$ cat config.mk
export PLATFORM = sky130hd
export DESIGN_NAME = sprite_line_engine
export DESIGN_NICKNAME = d
export VERILOG_FILES = /design/src/rtl/sle_pkg.sv /design/src/rtl/sle_dma.sv /design/src/rtl/sle_regs.sv /design/src/rtl/sle_shifter.sv /design/src/rtl/sprite_line_engine.sv
export SDC_FILE = /design/constraint.sdc
export NUM_CORES = 1
export LEC_CHECK = 0
export ABC_AREA = 0
export BUFFER_PORTS_ARGS = -buffer_cell sky130_fd_sc_hd__buf_2
export CAP_MARGIN = 20
export CORE_ASPECT_RATIO = 0.75
export CORE_MARGIN = 2
export CORE_UTILIZATION = 35
export DETAILED_ROUTE_END_ITERATION = 7
export PLACE_DENSITY_LB_ADDON = 0.08
export REMOVE_ABC_BUFFERS = 1
export SETUP_SLACK_MARGIN = 0.5
export SKIP_CTS_REPAIR_TIMING = 1
export SYNTH_ARGS = -nofsm -noshare
export SYNTH_HDL_FRONTEND = slang
export SYNTH_HIERARCHICAL = 1
export SYNTH_SLANG_ARGS = --single-unit
$ cat constraint.sdc
create_clock -name clk -period 2.9 [get_ports clk]
set_input_delay 0.58 -clock clk [delete_from_list [all_inputs] [get_ports clk]]
set_output_delay 0.58 -clock clk [all_outputs]
set_load 0.02 [all_outputs]
$ cat src/rtl/sle_pkg.sv
package sle_pkg;
  // CPU register select codes
  typedef enum logic [2:0] {
    SEL_HPOS   = 3'd0,
    SEL_VFIRST = 3'd1,
    SEL_VEND   = 3'd2,
    SEL_PLANEA = 3'd3,
    SEL_PLANEB = 3'd4,
    SEL_BASE   = 3'd5,
    SEL_CTRL   = 3'd6
  } reg_sel_e;

  // List sequencer states
  typedef enum logic [1:0] {
    DS_OFF,
    DS_POS,
    DS_WIN,
    DS_END
  } dma_state_e;
endpackage

$ cat src/rtl/sle_dma.sv
module sle_dma
  import sle_pkg::*;
#(
  parameter int HW = 8,
  parameter int VW = 8,
  parameter int AW = 16,
  parameter int DW = 16
) (
  input  logic          clk,
  input  logic          rst_n,
  input  logic          dma_on,
  input  logic [AW-1:0] list_base,
  input  logic [HW-1:0] beam_h,
  input  logic [VW-1:0] beam_v,
  input  logic [VW-1:0] vfirst,
  input  logic [VW-1:0] vend,
  input  logic          fetch_ack,
  input  logic [DW-1:0] fetch_data,
  output logic          fetch_req,
  output logic [AW-1:0] fetch_addr,
  output logic          pos_ld,
  output logic [HW-1:0] pos_h,
  output logic [VW-1:0] pos_vfirst,
  output logic [VW-1:0] pos_vend,
  output logic          planeb_ld,
  output logic          planea_ld,
  output logic          line_clr
);
  localparam int FW = DW / 2;   // byte field inside a position word

  dma_state_e    st_q, st_d;
  logic [AW-1:0] ptr_q, ptr_d;
  logic [1:0]    wc_q, wc_d;     // words left in current pair
  logic          ispos_q, ispos_d;
  logic [DW-1:0] w0_q;
  logic          w0_en;
  logic          ln_go, frm_go, take;

  assign ln_go  = (beam_h == '0);
  assign frm_go = ln_go && (beam_v == '0);
  assign take   = (wc_q != 2'd0) && fetch_ack;

  always_comb begin
    st_d      = st_q;
    ptr_d     = ptr_q;
    wc_d      = wc_q;
    ispos_d   = ispos_q;
    w0_en     = 1'b0;
    pos_ld    = 1'b0;
    planeb_ld = 1'b0;
    planea_ld = 1'b0;
    if (!dma_on) begin
      st_d = DS_OFF;
      wc_d = 2'd0;
    end else begin
      if (take) begin
        ptr_d = ptr_q + 1'b1;
        wc_d  = wc_q - 1'b1;
        if (ispos_q) begin
          if (wc_q == 2'd2) begin
            w0_en = 1'b1;
          end else if ((w0_q == '0) && (fetch_data == '0)) begin
            st_d = DS_END;
          end else begin
            pos_ld = 1'b1;
            st_d   = DS_WIN;
          end
        end else if (wc_q == 2'd2) begin
          planeb_ld = 1'b1;
        end else begin
          planea_ld = 1'b1;
        end
      end
      if (frm_go) begin
        ptr_d   = list_base;
        wc_d    = 2'd2;
        ispos_d = 1'b1;
        st_d    = DS_POS;
      end else if (ln_go && (st_q == DS_WIN) && (wc_q == 2'd0)) begin
        if (beam_v >= vend) begin
          wc_d    = 2'd2;
          ispos_d = 1'b1;
          st_d    = DS_POS;
        end else if (beam_v >= vfirst) begin
          wc_d    = 2'd2;
          ispos_d = 1'b0;
        end
      end
    end
  end

  always_ff @(posedge clk or negedge rst_n) begin
    if (!rst_n) begin
      st_q    <= DS_OFF;
      ptr_q   <= '0;
      wc_q    <= 2'd0;
      ispos_q <= 1'b0;
    end else begin
      st_q    <= st_d;
      ptr_q   <= ptr_d;
      wc_q    <= wc_d;
      ispos_q <= ispos_d;
    end
  end

  always_ff @(posedge clk or negedge rst_n) begin
    if (!rst_n) begin
      w0_q <= '0;
    end else if (w0_en) begin
      w0_q <= fetch_data;
    end
  end

  assign fetch_req  = dma_on && (wc_q != 2'd0);
  assign fetch_addr = ptr_q;
  assign pos_h      = w0_q[HW-1:0];
  assign pos_vfirst = w0_q[FW +: VW];
  assign pos_vend   = fetch_data[FW +: VW];
  assign line_clr   = dma_on && ln_go;
endmodule

$ cat src/rtl/sle_regs.sv
module sle_regs
  import sle_pkg::*;
#(
  parameter int HW = 8,
  parameter int VW = 8,
  parameter int AW = 16,
  parameter int DW = 16
) (
  input  logic          clk,
  input  logic          rst_n,
  input  logic          cpu_we,
  input  logic [2:0]    cpu_sel,
  input  logic [DW-1:0] cpu_wdata,
  input  logic          pos_ld,
  input  logic [HW-1:0] pos_h,
  input  logic [VW-1:0] pos_vfirst,
  input  logic [VW-1:0] pos_vend,
  input  logic          planeb_ld,
  input  logic          planea_ld,
  input  logic [DW-1:0] fetch_data,
  input  logic          line_clr,
  output logic [HW-1:0] hpos,
  output logic [VW-1:0] vfirst,
  output logic [VW-1:0] vend,
  output logic [DW-1:0] plane_a,
  output logic [DW-1:0] plane_b,
  output logic [AW-1:0] list_base,
  output logic          dma_on,
  output logic          armed
);
  logic wr_h, wr_vf, wr_ve, wr_a, wr_b, wr_base, wr_ctl;
  logic h_en, vf_en, ve_en, a_en, b_en;
  logic [HW-1:0] h_d;
  logic [VW-1:0] vf_d, ve_d;
  logic [DW-1:0] a_d, b_d;
  logic armed_d;

  assign wr_h    = cpu_we && (cpu_sel == SEL_HPOS);
  assign wr_vf   = cpu_we && (cpu_sel == SEL_VFIRST);
  assign wr_ve   = cpu_we && (cpu_sel == SEL_VEND);
  assign wr_a    = cpu_we && (cpu_sel == SEL_PLANEA);
  assign wr_b    = cpu_we && (cpu_sel == SEL_PLANEB);
  assign wr_base = cpu_we && (cpu_sel == SEL_BASE);
  assign wr_ctl  = cpu_we && (cpu_sel == SEL_CTRL);

  // CPU writes take priority over list loads of the same register
  always_comb begin
    h_en  = wr_h  || pos_ld;
    vf_en = wr_vf || pos_ld;
    ve_en = wr_ve || pos_ld;
    a_en  = wr_a  || planea_ld;
    b_en  = wr_b  || planeb_ld;
    h_d   = wr_h  ? cpu_wdata[HW-1:0] : pos_h;
    vf_d  = wr_vf ? cpu_wdata[VW-1:0] : pos_vfirst;
    ve_d  = wr_ve ? cpu_wdata[VW-1:0] : pos_vend;
    a_d   = wr_a  ? cpu_wdata : fetch_data;
    b_d   = wr_b  ? cpu_wdata : fetch_data;
    if (wr_h)                     armed_d = 1'b0;
    else if (wr_a || planea_ld)   armed_d = 1'b1;
    else if (line_clr)            armed_d = 1'b0;
    else                          armed_d = armed;
  end

  always_ff @(posedge clk or negedge rst_n) begin
    if (!rst_n) hpos <= '0;
    else if (h_en) hpos <= h_d;
  end

  always_ff @(posedge clk or negedge rst_n) begin
    if (!rst_n) vfirst <= '0;
    else if (vf_en) vfirst <= vf_d;
  end

  always_ff @(posedge clk or negedge rst_n) begin
    if (!rst_n) vend <= '0;
    else if (ve_en) vend <= ve_d;
  end

  always_ff @(posedge clk or negedge rst_n) begin
    if (!rst_n) plane_a <= '0;
    else if (a_en) plane_a <= a_d;
  end

  always_ff @(posedge clk or negedge rst_n) begin
    if (!rst_n) plane_b <= '0;
    else if (b_en) plane_b <= b_d;
  end

  always_ff @(posedge clk or negedge rst_n) begin
    if (!rst_n) list_base <= '0;
    else if (wr_base) list_base <= cpu_wdata[AW-1:0];
  end

  always_ff @(posedge clk or negedge rst_n) begin
    if (!rst_n) dma_on <= 1'b0;
    else if (wr_ctl) dma_on <= cpu_wdata[0];
  end

  always_ff @(posedge clk or negedge rst_n) begin
    if (!rst_n) armed <= 1'b0;
    else armed <= armed_d;
  end
endmodule

$ cat src/rtl/sle_shifter.sv
module sle_shifter #(
  parameter int HW = 8,
  parameter int DW = 16
) (
  input  logic          clk,
  input  logic          rst_n,
  input  logic [HW-1:0] beam_h,
  input  logic [HW-1:0] hpos,
  input  logic          armed,
  input  logic [DW-1:0] plane_a,
  input  logic [DW-1:0] plane_b,
  output logic          pix_valid,
  output logic [1:0]    pix_idx
);
  localparam int CW = $clog2(DW + 1);

  logic [DW-1:0] sa_q, sa_d, sb_q, sb_d;
  logic [CW-1:0] cnt_q, cnt_d;
  logic          hit, run, sh_en;
  logic [1:0]    code;

  assign hit   = armed && (beam_h == hpos);
  assign run   = (cnt_q != '0);
  assign sh_en = hit || run;

  always_comb begin
    sa_d  = sa_q;
    sb_d  = sb_q;
    cnt_d = cnt_q;
    if (hit) begin
      sa_d  = plane_a;
      sb_d  = plane_b;
      cnt_d = CW'(DW);
    end else if (run) begin
      sa_d  = {sa_q[DW-2:0], 1'b0};
      sb_d  = {sb_q[DW-2:0], 1'b0};
      cnt_d = cnt_q - 1'b1;
    end
  end

  always_ff @(posedge clk or negedge rst_n) begin
    if (!rst_n) begin
      sa_q  <= '0;
      sb_q  <= '0;
      cnt_q <= '0;
    end else if (sh_en) begin
      sa_q  <= sa_d;
      sb_q  <= sb_d;
      cnt_q <= cnt_d;
    end
  end

  assign code      = run ? {sb_q[DW-1], sa_q[DW-1]} : 2'b00;
  assign pix_valid = (code != 2'b00);
  assign pix_idx   = code;
endmodule

$ cat src/rtl/sprite_line_engine.sv
module sprite_line_engine #(
  parameter int HW = 8,
  parameter int VW = 8,
  parameter int AW = 16,
  parameter int DW = 16
) (
  input  logic          clk,
  input  logic          rst_n,
  input  logic [HW-1:0] beam_h,
  input  logic [VW-1:0] beam_v,
  input  logic          cpu_we,
  input  logic [2:0]    cpu_sel,
  input  logic [DW-1:0] cpu_wdata,
  output logic          fetch_req,
  output logic [AW-1:0] fetch_addr,
  input  logic          fetch_ack,
  input  logic [DW-1:0] fetch_data,
  output logic          pix_valid,
  output logic [1:0]    pix_idx
);
  logic          pos_ld, planeb_ld, planea_ld, line_clr;
  logic [HW-1:0] pos_h, hpos_q;
  logic [VW-1:0] pos_vfirst, pos_vend, vfirst_q, vend_q;
  logic [DW-1:0] plane_a_q, plane_b_q;
  logic [AW-1:0] list_base_q;
  logic          dma_on_q, armed_q;

  sle_regs #(.HW(HW), .VW(VW), .AW(AW), .DW(DW)) regs_i (
    .clk(clk), .rst_n(rst_n),
    .cpu_we(cpu_we), .cpu_sel(cpu_sel), .cpu_wdata(cpu_wdata),
    .pos_ld(pos_ld), .pos_h(pos_h), .pos_vfirst(pos_vfirst), .pos_vend(pos_vend),
    .planeb_ld(planeb_ld), .planea_ld(planea_ld), .fetch_data(fetch_data),
    .line_clr(line_clr),
    .hpos(hpos_q), .vfirst(vfirst_q), .vend(vend_q),
    .plane_a(plane_a_q), .plane_b(plane_b_q),
    .list_base(list_base_q), .dma_on(dma_on_q), .armed(armed_q)
  );

  sle_dma #(.HW(HW), .VW(VW), .AW(AW), .DW(DW)) dma_i (
    .clk(clk), .rst_n(rst_n),
    .dma_on(dma_on_q), .list_base(list_base_q),
    .beam_h(beam_h), .beam_v(beam_v),
    .vfirst(vfirst_q), .vend(vend_q),
    .fetch_ack(fetch_ack), .fetch_data(fetch_data),
    .fetch_req(fetch_req), .fetch_addr(fetch_addr),
    .pos_ld(pos_ld), .pos_h(pos_h), .pos_vfirst(pos_vfirst), .pos_vend(pos_vend),
    .planeb_ld(planeb_ld), .planea_ld(planea_ld), .line_clr(line_clr)
  );

  sle_shifter #(.HW(HW), .DW(DW)) shf_i (
    .clk(clk), .rst_n(rst_n),
    .beam_h(beam_h), .hpos(hpos_q), .armed(armed_q),
    .plane_a(plane_a_q), .plane_b(plane_b_q),
    .pix_valid(pix_valid), .pix_idx(pix_idx)
  );
endmodule

==> impl_metrics.env <==
export IMPL_hold_path_class="in2async"
export IMPL_grt_max_degree=67
export IMPL_final_core_util_pct=42.0
export IMPL_met3_usage_pct=3.52
export IMPL_async_flop_share_pct=100
export IMPL_final_cell_mix="191 x mux2_2, 148 x dfrtp_1, 72 x buf_2"
export IMPL_synthCells=641
export IMPL_htreeDepth=4
export IMPL_fmax_mhz=427
export IMPL_antenna_found_initial=0
export IMPL_ys_flop_type="dfrtp_1"
export IMPL_cp_arrival_ns=1.76
export IMPL_grt_pass1_vias=5480
export IMPL_finalSetupViolCount=0
export IMPL_cp_max_fo=6
export IMPL_clock_path_buffers=2
export IMPL_start_util_pct=35.9
export IMPL_fin_hold_ws_ns=0.133
export IMPL_startpoint_type="flip-flop"
export IMPL_dp_cells=985
export IMPL_nets=796
export IMPL_status="complete, no violations"
export IMPL_wirelength_mm=21.0
export IMPL_ys_types=65
export IMPL_ys_warnings_count=6
export IMPL_area_growth_pct=17.1
export IMPL_finalHoldViolations=0
export IMPL_grt_use_met2_pct=26.9
export IMPL_cts_tree="built"
export IMPL_cts_sinks=148
export IMPL_switchingPower_mw=1.68
export IMPL_skew_ns=0.0135
export IMPL_fin_crit_ns=2.34
export IMPL_die_h_microns=135
export IMPL_clkPwrFrac_pct=35.3
export IMPL_seqPwrFrac_pct=43.9
export IMPL_intPower_mw=4.15
export IMPL_core_area_sq_um=22200
export IMPL_cpMaxStageDelayCell="dfrtp_1"
export IMPL_grt_overflow=0
export IMPL_met1_usage_pct=26.0
export IMPL_grt_total_usage_pct=17.7
export IMPL_synth_seq_cells=148
export IMPL_critPathKind="reg2out"
export IMPL_period_share_pct=80.8
export IMPL_power_mw=5.83
export IMPL_rows=47
export IMPL_routedWlPerCell_microns=20.4
export IMPL_peakVddDrop_v=0.000351
export IMPL_routed_via_count=5420
export IMPL_avgSynthCellArea_sq_um=12.4
export IMPL_synth_cell_area_sq_um=7960
export IMPL_rsz0062_at_grt="yes"
export IMPL_final_common_cell="mux2_2"
export IMPL_die_area_sq_um=24000
export IMPL_cp_required_ns=2.32
export IMPL_power_frac_comb_pct=20.8
export IMPL_clkTransAtPathRegs_ns=0.07
export IMPL_power_density_nw_per_um2=626
export IMPL_detail_route_antenna_nets=0
export IMPL_fin_cells=1028
export IMPL_fp_dieW_microns=178
export IMPL_ys_seq_area_share_pct=46.6
export IMPL_numCtsBuffers=17
export IMPL_place_congestion=0.833
export IMPL_viasPerCell=5.27
export IMPL_io_buffers=74
export IMPL_root_buffer="clkbuf_16"
export IMPL_worst_skew_pair_late_latency_ns=0.42
export IMPL_slew_viol_final=0
export IMPL_path_buf_inv=3
export IMPL_first_iter_violations=299
export IMPL_dpl_hpwl_mm=14.5
export IMPL_setup_tns_ns=0
export IMPL_io_pins=75
export IMPL_cpPeakStageDelay_ns=0.40
export IMPL_crit_chain="inv_2 -> ha_4 -> nor4b_4 -> clkbuf_16 -> nor2b_1 -> buf_4"
export IMPL_cp_end_kind="primary output"
export IMPL_drv_cap=0
export IMPL_drt_first_pass_iters=4
export IMPL_drc=0
export IMPL_grt_pass1_wl_mm=31.9
export IMPL_leakage_nw=4.29
export IMPL_layout_drive_gt1_share_pct=48.6
export IMPL_tightest_slew_ns=0.785
export IMPL_cp_top_family="buffers and inverters"
export IMPL_synth_edf_count=0
export IMPL_top_usage_layer="met2"
export IMPL_p_sw_share_pct=28.8
export IMPL_n_antenna_cell=0
export IMPL_max_slew_margin_pct=47.2
==> cell families after synthesis <==
family | after synthesis | share of synthesized area (%)
AOI/OAI and AO/OA | 78 | 6.32
adders and majority gates | 20 | 3.15
and+or+nand+nor | 112 | 8.60
buffers and inverters | 66 | 4.64
muxes | 206 | 29.5
DFF | 148 | 46.6
xor gates and xnor gates | 11 | 1.21
==> routing by layer <==
metal | routed length, microns | vias to the layer above
met5 | 0 | -
met3 | 743 | 8
met1 | 10700 | 2792
met2 | 9480 | 119
li1 | - | 2501
met4 | 107 | 0
==> cell usage after synthesis (2+ instances only) <==
library cell	count	share of area, %
mux2_2	191	27
dfrtp_1	148	47
a21oi_1	27	1.7
nand2_1	26	1.2
inv_1	25	1.2
ha_1	20	3.1
nor2_1	17	0.80
o21ai_0	14	0.88
buf_2	13	0.82
buf_4	11	1.0
nor4_1	11	0.87
xnor2_1	11	1.2
nand3_1	9	0.57
clkbuf_1	8	0.38
mux2_4	8	1.5
buf_6	7	0.99
o22ai_1	7	0.55
mux2_1	6	0.85
nand2b_1	6	0.47
nand4_1	6	0.47
nor2b_1	5	0.39
nor3_1	5	0.31
a31oi_1	4	0.31
nand4bb_1	3	0.42
or4_4	3	0.42
a2111o_1	2	0.28
a2bb2oi_1	2	0.22
a31o_2	2	0.22
a32o_1	2	0.25
and3_1	2	0.16
nand4b_2	2	0.38
o2111a_1	2	0.28
o21ai_1	2	0.13
or3_1	2	0.16
or4_1	2	0.19
==> per-stage QoR <==
stage,setup slack (ns),area [sq um]
finish,0.558,9310
detailed placement,0.219,8620
floorplan,-0.873,7680
global route,0.486,9310
CTS,0.353,9170
global placement,0.243,8620
==> worst register-to-register path, delay by kind of cell, from the launching register on <==
family                     cells  cell delay (ns)
adders and majority gates      1             0.20
buffers and inverters          3             0.40
DFF                            1             0.38
muxes                          2             0.65
and+or+nand+nor                3             0.59
==> flip-flops by register name, summed over array words and instances, names as in the netlist <==
signal and flops:
shf_i/sb_q 16, shf_i/sa_q 16, dma_i/fetch_addr 16, regs_i/vfirst 8, regs_i/dma_on 1, shf_i/cnt_q 5
regs_i/hpos 8, dma_i/w0_q 16, dma_i/st_q 2, regs_i/plane_b 16, dma_i/wc_q 2, regs_i/plane_a 16
regs_i/list_base 16, regs_i/armed 1, dma_i/ispos_q 1, regs_i/vend 8
==> final cells by class <==
| type | instances | area, sq um |
|---|---|---|
| fill | 2086 | 12900 |
| multi-input combinational | 427 | 3940 |
| sequential | 148 | 3700 |
| timing repair buffer | 102 | 659 |
| clock buffer | 17 | 425 |
| tap | 294 | 368 |
| clock inverter | 15 | 123 |
| inverter | 25 | 93.8 |
==> power by group through the flow <==
stage	sequential, mW	combinational [mW]	clock, mW
2_1_floorplan	2.51	0.793	0
6_report	2.56	1.21	2.06
3_5_place_dp	2.60	1.10	0
5_1_grt	2.60	1.33	2.23
4_1_cts	2.56	1.10	2.14
3_3_place_gp	2.59	1.06	0
==> worst paths after layout <==
path                                       end  slack, ns                from  cells past startpoint
setup / recovery                    pix_idx[0]       0.56      shf_i/cnt_q[1]                      6
hold / removal             dma_i/fetch_addr[6]       0.13               rst_n                      1
setup reg to reg            regs_i/plane_b[12]       0.57       dma_i/wc_q[1]                      9
hold reg to reg                 shf_i/sa_q[13]       0.49  regs_i/plane_a[13]                      1
max in group asynchronous        shf_i/sa_q[0]       1.97               rst_n                      2
min in group clk            regs_i/plane_b[12]       0.41       cpu_wdata[12]                      2
(Power assumes the default switching activity.)
